<file path="config.mk">
export PLATFORM = sky130hd
export DESIGN_NAME = irq_ctx_ctrl
export DESIGN_NICKNAME = d
export VERILOG_FILES = /design/src/rtl/irq_ctx_pkg.sv /design/src/rtl/irq_wake_edge.sv /design/src/rtl/irq_ctx_store.sv /design/src/rtl/irq_seq.sv /design/src/rtl/irq_ctx_ctrl.sv
export SDC_FILE = /design/constraint.sdc
export NUM_CORES = 1
export LEC_CHECK = 0
export CAP_MARGIN = 20
export CORE_MARGIN = 2
export CORE_UTILIZATION = 45
export CTS_CLUSTER_SIZE = 20
export DETAILED_ROUTE_END_ITERATION = 7
export DONT_BUFFER_PORTS = 1
export PLACE_DENSITY_LB_ADDON = 0.15
export SYNTH_ARGS = -nofsm -noshare
export SYNTH_HDL_FRONTEND = slang
export SYNTH_SLANG_ARGS = --single-unit
</file>
<file path="constraint.sdc">
create_clock -name clk -period 1.6 [get_ports clk]
set_input_delay 0.08 -clock clk [delete_from_list [all_inputs] [get_ports clk]]
set_output_delay 0.08 -clock clk [all_outputs]
set_load 0.05 [all_outputs]
</file>
<file path="src/rtl/irq_ctx_pkg.sv">
package irq_ctx_pkg;
    localparam int PC_W   = 12;
    localparam int DW     = 8;
    localparam int NPIN   = 8;
    localparam int PG_MSB = 7;
    localparam int PG_LSB = 5;
    localparam logic [DW-1:0] PG_MASK = DW'(((1 << (PG_MSB - PG_LSB + 1)) - 1) << PG_LSB);

    typedef enum logic [1:0] {
        ST_IDLE    = 2'd0,
        ST_VECTOR  = 2'd1,
        ST_HANDLER = 2'd2,
        ST_RESTORE = 2'd3
    } seq_state_t;

    typedef struct packed {
        logic [PC_W-1:0] pc;
        logic [DW-1:0]   w;
        logic [DW-1:0]   stat;
        logic [DW-1:0]   fsr;
    } core_ctx_t;

    function automatic logic [DW-1:0] drop_page(input logic [DW-1:0] s);
        return s & ~PG_MASK;
    endfunction

    function automatic logic edge_seen(input logic fall_sel, input logic older, input logic newer);
        return fall_sel ? (older & ~newer) : (~older & newer);
    endfunction
endpackage

</file>
<file path="src/rtl/irq_wake_edge.sv">
module irq_wake_edge
    import irq_ctx_pkg::*;
#(
    parameter int NP = NPIN
) (
    input  logic          clk,
    input  logic          rst,
    input  logic [NP-1:0] pin_i,
    input  logic [NP-1:0] pol_i,
    input  logic [NP-1:0] clr_i,
    output logic [NP-1:0] pend_o
);
    logic [NP-1:0] meta_q, sync_q, last_q, pend_q, hit;

    for (genvar g = 0; g < NP; g++) begin : g_pin
        assign hit[g] = edge_seen(pol_i[g], last_q[g], sync_q[g]);
    end

    always_ff @(posedge clk) begin
        if (rst) begin
            meta_q <= '0;
            sync_q <= '0;
            last_q <= '0;
            pend_q <= '0;
        end else begin
            meta_q <= pin_i;
            sync_q <= meta_q;
            last_q <= sync_q;
            pend_q <= (pend_q & ~clr_i) | hit;
        end
    end

    assign pend_o = pend_q;
endmodule

</file>
<file path="src/rtl/irq_ctx_store.sv">
module irq_ctx_store
    import irq_ctx_pkg::*;
(
    input  logic      clk,
    input  logic      rst,
    input  logic      cap_i,
    input  core_ctx_t ctx_i,
    output core_ctx_t ctx_o
);
    core_ctx_t shadow_q;

    always_ff @(posedge clk) begin
        if (rst)        shadow_q <= '0;
        else if (cap_i) shadow_q <= ctx_i;
    end

    assign ctx_o = shadow_q;
endmodule

</file>
<file path="src/rtl/irq_seq.sv">
module irq_seq
    import irq_ctx_pkg::*;
(
    input  logic       clk,
    input  logic       rst,
    input  logic       raw_req_i,
    input  logic       bnd_i,
    input  logic       reti_i,
    output seq_state_t st_o,
    output logic       take_o
);
    seq_state_t st_q, st_d;

    assign take_o = (st_q == ST_IDLE) && raw_req_i && bnd_i;

    always_comb begin
        st_d = st_q;
        unique case (st_q)
            ST_IDLE:    if (take_o) st_d = ST_VECTOR;
            ST_VECTOR:  st_d = ST_HANDLER;
            ST_HANDLER: if (reti_i) st_d = ST_RESTORE;
            ST_RESTORE: st_d = ST_IDLE;
            default:    st_d = ST_IDLE;
        endcase
    end

    always_ff @(posedge clk) begin
        if (rst) st_q <= ST_IDLE;
        else     st_q <= st_d;
    end

    assign st_o = st_q;
endmodule

</file>
<file path="src/rtl/irq_ctx_ctrl.sv">
module irq_ctx_ctrl
    import irq_ctx_pkg::*;
(
    input  logic            clk,
    input  logic            rst,
    input  logic            tmr_roll_i,
    input  logic            tmr_clr_i,
    input  logic            tmr_ie_i,
    input  logic [NPIN-1:0] wake_pin_i,
    input  logic [NPIN-1:0] wake_pol_i,
    input  logic [NPIN-1:0] wake_en_i,
    input  logic [NPIN-1:0] wake_clr_i,
    input  logic            instr_bnd_i,
    input  logic            reti_i,
    input  logic [PC_W-1:0] pc_i,
    input  logic [DW-1:0]   w_i,
    input  logic [DW-1:0]   stat_i,
    input  logic [DW-1:0]   fsr_i,
    output logic            irq_req_o,
    output logic            in_svc_o,
    output logic            tmr_pend_o,
    output logic [NPIN-1:0] wake_pend_o,
    output logic            pc_wr_o,
    output logic [PC_W-1:0] pc_wdata_o,
    output logic            w_wr_o,
    output logic [DW-1:0]   w_wdata_o,
    output logic            stat_wr_o,
    output logic [DW-1:0]   stat_wdata_o,
    output logic            fsr_wr_o,
    output logic [DW-1:0]   fsr_wdata_o
);
    logic       tmr_pend_q;
    logic       raw_req, take;
    seq_state_t st;
    core_ctx_t  live_ctx, saved_ctx;
    logic       in_vec, in_rest;

    always_ff @(posedge clk) begin
        if (rst) tmr_pend_q <= 1'b0;
        else     tmr_pend_q <= tmr_roll_i | (tmr_pend_q & ~tmr_clr_i);
    end

    irq_wake_edge #(.NP(NPIN)) u_wake (
        .clk    (clk),
        .rst    (rst),
        .pin_i  (wake_pin_i),
        .pol_i  (wake_pol_i),
        .clr_i  (wake_clr_i),
        .pend_o (wake_pend_o)
    );

    assign raw_req = (tmr_pend_q & tmr_ie_i) | (|(wake_pend_o & wake_en_i));

    irq_seq u_seq (
        .clk       (clk),
        .rst       (rst),
        .raw_req_i (raw_req),
        .bnd_i     (instr_bnd_i),
        .reti_i    (reti_i),
        .st_o      (st),
        .take_o    (take)
    );

    assign live_ctx = '{pc: pc_i, w: w_i, stat: stat_i, fsr: fsr_i};

    irq_ctx_store u_store (
        .clk   (clk),
        .rst   (rst),
        .cap_i (take),
        .ctx_i (live_ctx),
        .ctx_o (saved_ctx)
    );

    assign in_vec  = (st == ST_VECTOR);
    assign in_rest = (st == ST_RESTORE);

    assign tmr_pend_o   = tmr_pend_q;
    assign in_svc_o     = (st != ST_IDLE);
    assign irq_req_o    = raw_req & ~in_svc_o;
    assign pc_wr_o      = in_vec | in_rest;
    assign pc_wdata_o   = in_vec ? '0 : saved_ctx.pc;
    assign stat_wr_o    = in_vec | in_rest;
    assign stat_wdata_o = in_vec ? drop_page(saved_ctx.stat) : saved_ctx.stat;
    assign w_wr_o       = in_rest;
    assign w_wdata_o    = saved_ctx.w;
    assign fsr_wr_o     = in_rest;
    assign fsr_wdata_o  = saved_ctx.fsr;
endmodule

</file>
==> flow_summary.ini, run 1 <==
[worst_setup_path]
arrival_ns = 1.85
reg2reg_slack_ns = -0.03
crit_chain = a22o_1 > a221oi_4 > buf_6 > a21oi_4 > buf_12 > mux2i_1 > nor2_1
crit_path_start = u_wake.pend_o[7]$_SDFF_PP0_
worst_path_max_delay_cell = dfxtp_2
r2r-end = u_store.ctx_o[23]$_SDFFE_PP0P_
endpoint = u_store.ctx_o[23]$_SDFFE_PP0P_
crit_path_max_fanout = 18
max_stage_delay_ns = 0.34
r2r-start = u_wake.pend_o[7]$_SDFF_PP0_
critical_path_class = reg -> reg
crit_required_ns = 1.82
startpoint_type = flop
cp.depth = 7
reg2reg_depth = 7
worst-path-buf-inv = 2
end_kind = flop
crit_family = compound AO/OA/AOI/OAI gates

[placed_design]
hpwl_mm = 3.815
placed_area_sq_um = 3191
port_buffers = 0
place.gp.congestion = 0.7540

[sta]
finalCritPeriodShare = 1.019
tns_ns = -0.08723
worst_pin_slew_ns = 0.3061
rsz0062_at_grt = yes
slew_viol_final = 0
slew_headroom = 0.7955
period_minus_slack_ns = 1.630
hold_viol = 1
worst_clock_skew_ns = 0.007544
max_freq_mhz = 613.5
setup_ws_ns = -0.02996
fin_hold_ws_ns = -0.004592
setup_viol_count_final = 5

[grt]
antenna_found_initial = 0
grt_pass1_wl_mm = 10.29
gr-total-overflow = 0
gr-usage-all-layers = 0.1832
grt_pass1_vias = 2270
grt_max_degree = 72

[synth]
synth_area_sq_um = 2885
synth_top_area_share = 0.4926
yosys_warnings = 0
ys_seq_area_frac = 0.4926
ys_seq_elements = 71
netlist_instances = 297
synthTopCellsByArea = dfxtp_1 (49%), mux2i_1 (13%), nor2b_1 (8.5%)
synth_area_per_cell_sq_um = 9.715
yosys.area.top_type = dfxtp_1
synth.distinct_cells = 23
synth_fp_nets = 377

[clocking]
cts.sinks = 71
cts_htree_levels = 3
cts_tree = built
clk_path_buf_depth = 2
clk_latency_ns = 0.34
clk_pin_slew_ns = 0.08
cts_buffers = 9
cts-root-buf = clkbuf_8

[run_status]
status = complete, but fails checks
failed_checks = hold timing, setup timing

[power_and_ir_drop]
pwr-share-clk = 0.269
p_leak_uw = 0.001770
combPwrFrac = 0.359
power_switching_uw = 1833
switching_share = 0.3478
p_int_uw = 3438
seqPwrFrac = 0.373
worst_ir_drop_vdd_uv = 737.5
power_density_nw_per_um2 = 1249

[routing]
wire_per_inst_um = 14.10
avgViaCountPerCell = 4.755
ant_nets = 0
drc = 0
wirelength_mm = 6.685
drtIter0Drc = 85
first_pass_iters = 4
dr_total_vias = 2254

[final_layout]
post-route-util = 0.6721
mostFrequentLayoutCell = nor2_1
drive_gt1_frac = 0.2746
final_cell_mix = nor2_1 (64), dfxtp_1 (60), dlygate4sd3_1 (59), buf_4 (42), mux2i_1 (36)
nets = 472
finalInstanceArea_sq_um = 4219
n_antenna_cell = 0
syn2layout_area_growth_pct = 46.23

[die]
die-area_sq_um = 7069
die_w_um = 84.08
pin_count = 126
initial_utilization = 0.4596
die_height_um = 84.08
core_area_sq_um = 6277
rows = 29

[min_path]
min_path_cells = 3
hp-class = in -> reg

[flow_run]
drv_cap = 0
==> cells in the mapped netlist (all sizes together) <==
library cell and n:
a31oi 1, a21o 1, inv 13, ha 5, a21oi 3, mux2i 37
buf 27, a221oi 9, and3 1, a222oi 1, clkbuf 9, o22ai 1
nor2 64, a22o 1, nand2 12, or2 1, a211oi 1, dfxtp 71
nor2b 39
==> how the worst min path moves through the flow <==
| stage | from | endpoint | slack (ns) |
|---|---|---|---|
| after floorplan | tmr_roll_i | tmr_pend_o$_SDFF_PP0_ | 0.20 |
| after global placement | rst | u_wake.pend_o[0]$_SDFF_PP0_ | 0.15 |
| after detailed placement | rst | u_wake.pend_o[0]$_SDFF_PP0_ | 0.15 |
| after CTS | wake_pol_i[7] | u_wake.pend_o[7]$_SDFF_PP0_ | 0.007 |
| after global routing | wake_pol_i[7] | u_wake.pend_o[7]$_SDFF_PP0_ | 0.03 |
| final | wake_pol_i[0] | u_wake.pend_o[0]$_SDFF_PP0_ | -0.005 |
==> timing repair <==
item,4_1_cts,5_1_grt
pin swaps,5,3
hold buffers,61,0
setup buffers,1,3
cloned,0,2
gates resized for setup,15,25
hold endpoints to repair,71,0
endpoints found under the setup margin,16,55
==> power by group through the flow <==
| stage | registers (uW) | logic [uW] | clock network [uW] |
|---|---|---|---|
| 4_1_cts | 1950 | 1720 | 1460 |
| 2_1_floorplan | 2020 | 1160 | 0 |
| 3_3_place_gp | 1990 | 1450 | 0 |
| 6_report | 1960 | 1890 | 1420 |
| 3_5_place_dp | 1990 | 1470 | 0 |
| 5_1_grt | 1980 | 2010 | 1540 |
==> tightest hold or removal path: stages <==
cell      delay [ns]
nor2_1          0.07
a221oi_1        0.08
nor2_1          0.07
==> layer usage <==
layer | global-route usage | wire length (um) | up-vias
met5 | 0 | 0 | -
met4 | 0.09824 | 174 | 0
met3 | 0.04649 | 434 | 13
met2 | 0.3102 | 3301 | 75
met1 | 0.2106 | 2775 | 1041
li1 | - | - | 1125
==> per-stage QoR <==
| step | total power, uW | setup WS, ns | std cells |
|---|---|---|---|
| 4_1_cts | 5139 | -0.03681 | 470 |
| 2_1_floorplan | 3182 | -0.06368 | 297 |
| 5_1_grt | 5528 | -0.09346 | 474 |
| 6_report | 5271 | -0.02996 | 474 |
| 3_3_place_gp | 3433 | 0.09046 | 392 |
| 3_5_place_dp | 3458 | 0.04889 | 392 |
==> flip-flops by register name (all words and copies together), names as in the netlist <==
signal / cells
u_wake.pend_o: 8
u_wake.meta_q: 8
tmr_pend_o: 1
u_wake.last_q: 8
u_seq.st_o: 2
u_wake.sync_q: 8
u_store.ctx_o: 36
==> area by class of cell <==
class / count / area [sq um]
clock inverters: 7 / 72.57
inverters: 13 / 55.05
well taps: 77 / 96.34
fillers: 495 / 2058
flip-flops and latches: 71 / 1440
repair buffers: 120 / 1197
multi-input cells: 177 / 1234
clock buffers: 9 / 123.9
==> logic make-up (layout without fill, tap and decap cells) <==
group,count (synthesis),after routing,share of synthesized area
DFF,71,71,0.4926
and+or+nand+nor,117,117,0.1882
adders and majority gates,5,5,0.02168
buffers and inverters,49,149,0.1132
AOI/OAI and AO/OA,18,18,0.05595
muxes,37,37,0.1284
Note: power is estimated with default switching activity, not from simulation.
==> inputs of run 2 (changes only) <==
--- a/config.mk
+++ b/config.mk
@@ -7,6 +7,8 @@
 export LEC_CHECK = 0
 export CAP_MARGIN = 20
+export CELL_PAD_IN_SITES_DETAIL_PLACEMENT = 2
+export CELL_PAD_IN_SITES_GLOBAL_PLACEMENT = 2
 export CORE_MARGIN = 2
-export CORE_UTILIZATION = 45
+export CORE_UTILIZATION = 35
 export CTS_CLUSTER_SIZE = 20
 export DETAILED_ROUTE_END_ITERATION = 7
==> constraint.sdc (replaced) <==
create_clock -name clk -period 1.6 [get_ports clk]
set_input_delay 0.08 -clock clk [delete_from_list [all_inputs] [get_ports clk]]
set_output_delay 0.08 -clock clk [all_outputs]
set_load 0.01 [all_outputs]
==> run 2 against run 1 <==
  * The run ends with setup timing left
  * Cell count shrank 1.9%
  * Via count shrank 2.0%
  * Clock-buffer cell count grew 1
  * Critical path type unchanged
  * Critical endpoint is now u_store.ctx_o[7]$_SDFFE_PP0P_
  * Largest cell class unchanged
==> flow_summary.ini, run 2 (synthesis results as in run 1) <==
[run_status]
status = complete, but fails checks
failed_checks = setup timing

[die]
core_area_sq_um = 8093
die_height_um = 94.80
die-area_sq_um = 8986
die_w_um = 94.80
initial_utilization = 0.3565
rows = 33
pin_count = 126

[worst_setup_path]
worst_path_max_delay_cell = a221oi_4
crit_chain = a22o_1 > a221oi_4 > a21oi_4 > buf_6 > buf_12 > mux2i_1 > nor2_1
arrival_ns = 1.89
crit_required_ns = 1.83
max_stage_delay_ns = 0.33
crit_path_max_fanout = 11
worst-path-buf-inv = 2
critical_path_class = reg -> reg
crit_family = compound AO/OA/AOI/OAI gates
startpoint_type = flop
end_kind = flop

[final_layout]
finalInstanceArea_sq_um = 3966
nets = 435
regArea_sq_um = 1423
largest_register_ffs = 36
n_antenna_cell = 0
multi_input_comb_area_sq_um = 1262
final_cell_mix = dfxtp_1 (70), nor2_1 (64), dlygate4sd3_1 (61), mux2i_1 (33), nor2b_1 (26)
filler_cell_count = 814
mostFrequentLayoutCell = dfxtp_1
post-route-util = 0.4901
drive_gt1_frac = 0.1722
syn2layout_area_growth_pct = 37.47

[routing]
dr_total_vias = 2208
drtIter0Drc = 32
avgViaCountPerCell = 4.748
wire_per_inst_um = 16.96
ant_nets = 0
drc = 0
wirelength_mm = 7.887
first_pass_iters = 4

[grt]
grt_pass1_vias = 2339
gr-total-overflow = 0
grt_pass1_wl_mm = 11.21
gr-usage-all-layers = 0.1657
antenna_found_initial = 0
grt_max_degree = 72

[sta]
slew_headroom = 0.7477
setup_ws_ns = -0.06705
max_freq_mhz = 599.9
worst_pin_slew_ns = 0.3784
worst_clock_skew_ns = 0.006661
hold_viol = 0
rsz0062_at_grt = yes
tns_ns = -0.6161
finalCritPeriodShare = 1.042
setup_viol_count_final = 25
slew_viol_final = 0
period_minus_slack_ns = 1.667

[power_and_ir_drop]
worst_ir_drop_vdd_uv = 561.9
p_leak_uw = 0.001568
power_density_nw_per_um2 = 1217

[placed_design]
placed_area_sq_um = 2877
hpwl_mm = 4.481
place.gp.congestion = 0.6479
port_buffers = 0

[clocking]
cts_htree_levels = 3
cts.sinks = 71
clk_pin_slew_ns = 0.08
clk_path_buf_depth = 2
cts-root-buf = clkbuf_8
cts_tree = built
clk_latency_ns = 0.35
cts_buffers = 9

[flow_run]
drv_cap = 0

[min_path]
hp-class = in -> reg
-- run 2: cell types whose count changed in the layout (fill, tap and decap cells not counted), sizes merged, moves of 2 or more --
cell	before	now
buf	60	20
clkbuf	10	12
clkinv	3	1
dlygate4sd3	59	61
-- run 2: worst reg2reg max path, stage by stage (launching register included) --
cell and delay, ns:
dfxtp_1 0.31, a22o_1 0.24, a221oi_4 0.33, a21oi_4 0.11, buf_6 0.15, buf_12 0.15
mux2i_1 0.17, nor2_1 0.08
-- run 2: routing by layer --
metal | global-route usage | vias to the layer above | wire (um)
met2 | 0.2937 | 74 | 4128
met1 | 0.1751 | 1062 | 3038
met4 | 0.07971 | 0 | 142
met3 | 0.05666 | 11 | 578
li1 | - | 1061 | -
met5 | 0 | - | 0
-- run 2: stage by stage --
stage	hold slack (ns)	instances	setup WS, ns	total power, uW
final	0.01515	465	-0.06705	4829
after global routing	0.03721	465	-0.1886	5101
after CTS	0.006744	458	-0.007325	4670
after detailed placement	0.1582	380	0.04589	2827
after global placement	0.1568	380	0.1147	2788
after floorplan	0.1974	297	0.07528	2720
-- run 2: path summary, 6_finish.rpt --
path / end / cells after the start / from / slack (ns)
worst min register to register: u_wake.sync_q[1]$_SDFF_PP0_ / 1 / u_wake.meta_q[1]$_SDFF_PP0_ / 0.45
worst max register to register: u_store.ctx_o[7]$_SDFFE_PP0P_ / 7 / u_wake.pend_o[2]$_SDFF_PP0_ / -0.07
worst max-delay path: u_store.ctx_o[7]$_SDFFE_PP0P_ / 7 / u_wake.pend_o[2]$_SDFF_PP0_ / -0.07
worst min-delay path: u_wake.pend_o[5]$_SDFF_PP0_ / 3 / wake_pol_i[5] / 0.02
-- run 2: power by group --
group	switching (uW)	internal [uW]	total [uW]
sequential	100	1900	2000
combinational	604	572	1180
clock	727	928	1650
-- run 2: cell type report --
cell class | instances | share of cell area
timing repair buffer | 83 | 0.2196
clock buffer | 10 | 0.03470
multi-input combinational | 177 | 0.3183
inverter | 13 | 0.01230
sequential | 71 | 0.3587
tap | 105 | 0.03312
clock inverter | 6 | 0.02334
-- run 2: timing repair --
action / in CTS / in global routing
buffers inserted: 0 / 4
setup endpoints to repair: 6 / 55
hold buffers: 62 / 0
cloned: 0 / 3
gates resized for setup: 4 / 31
pin swaps: 0 / 5
endpoints found under the hold margin: 71 / 0
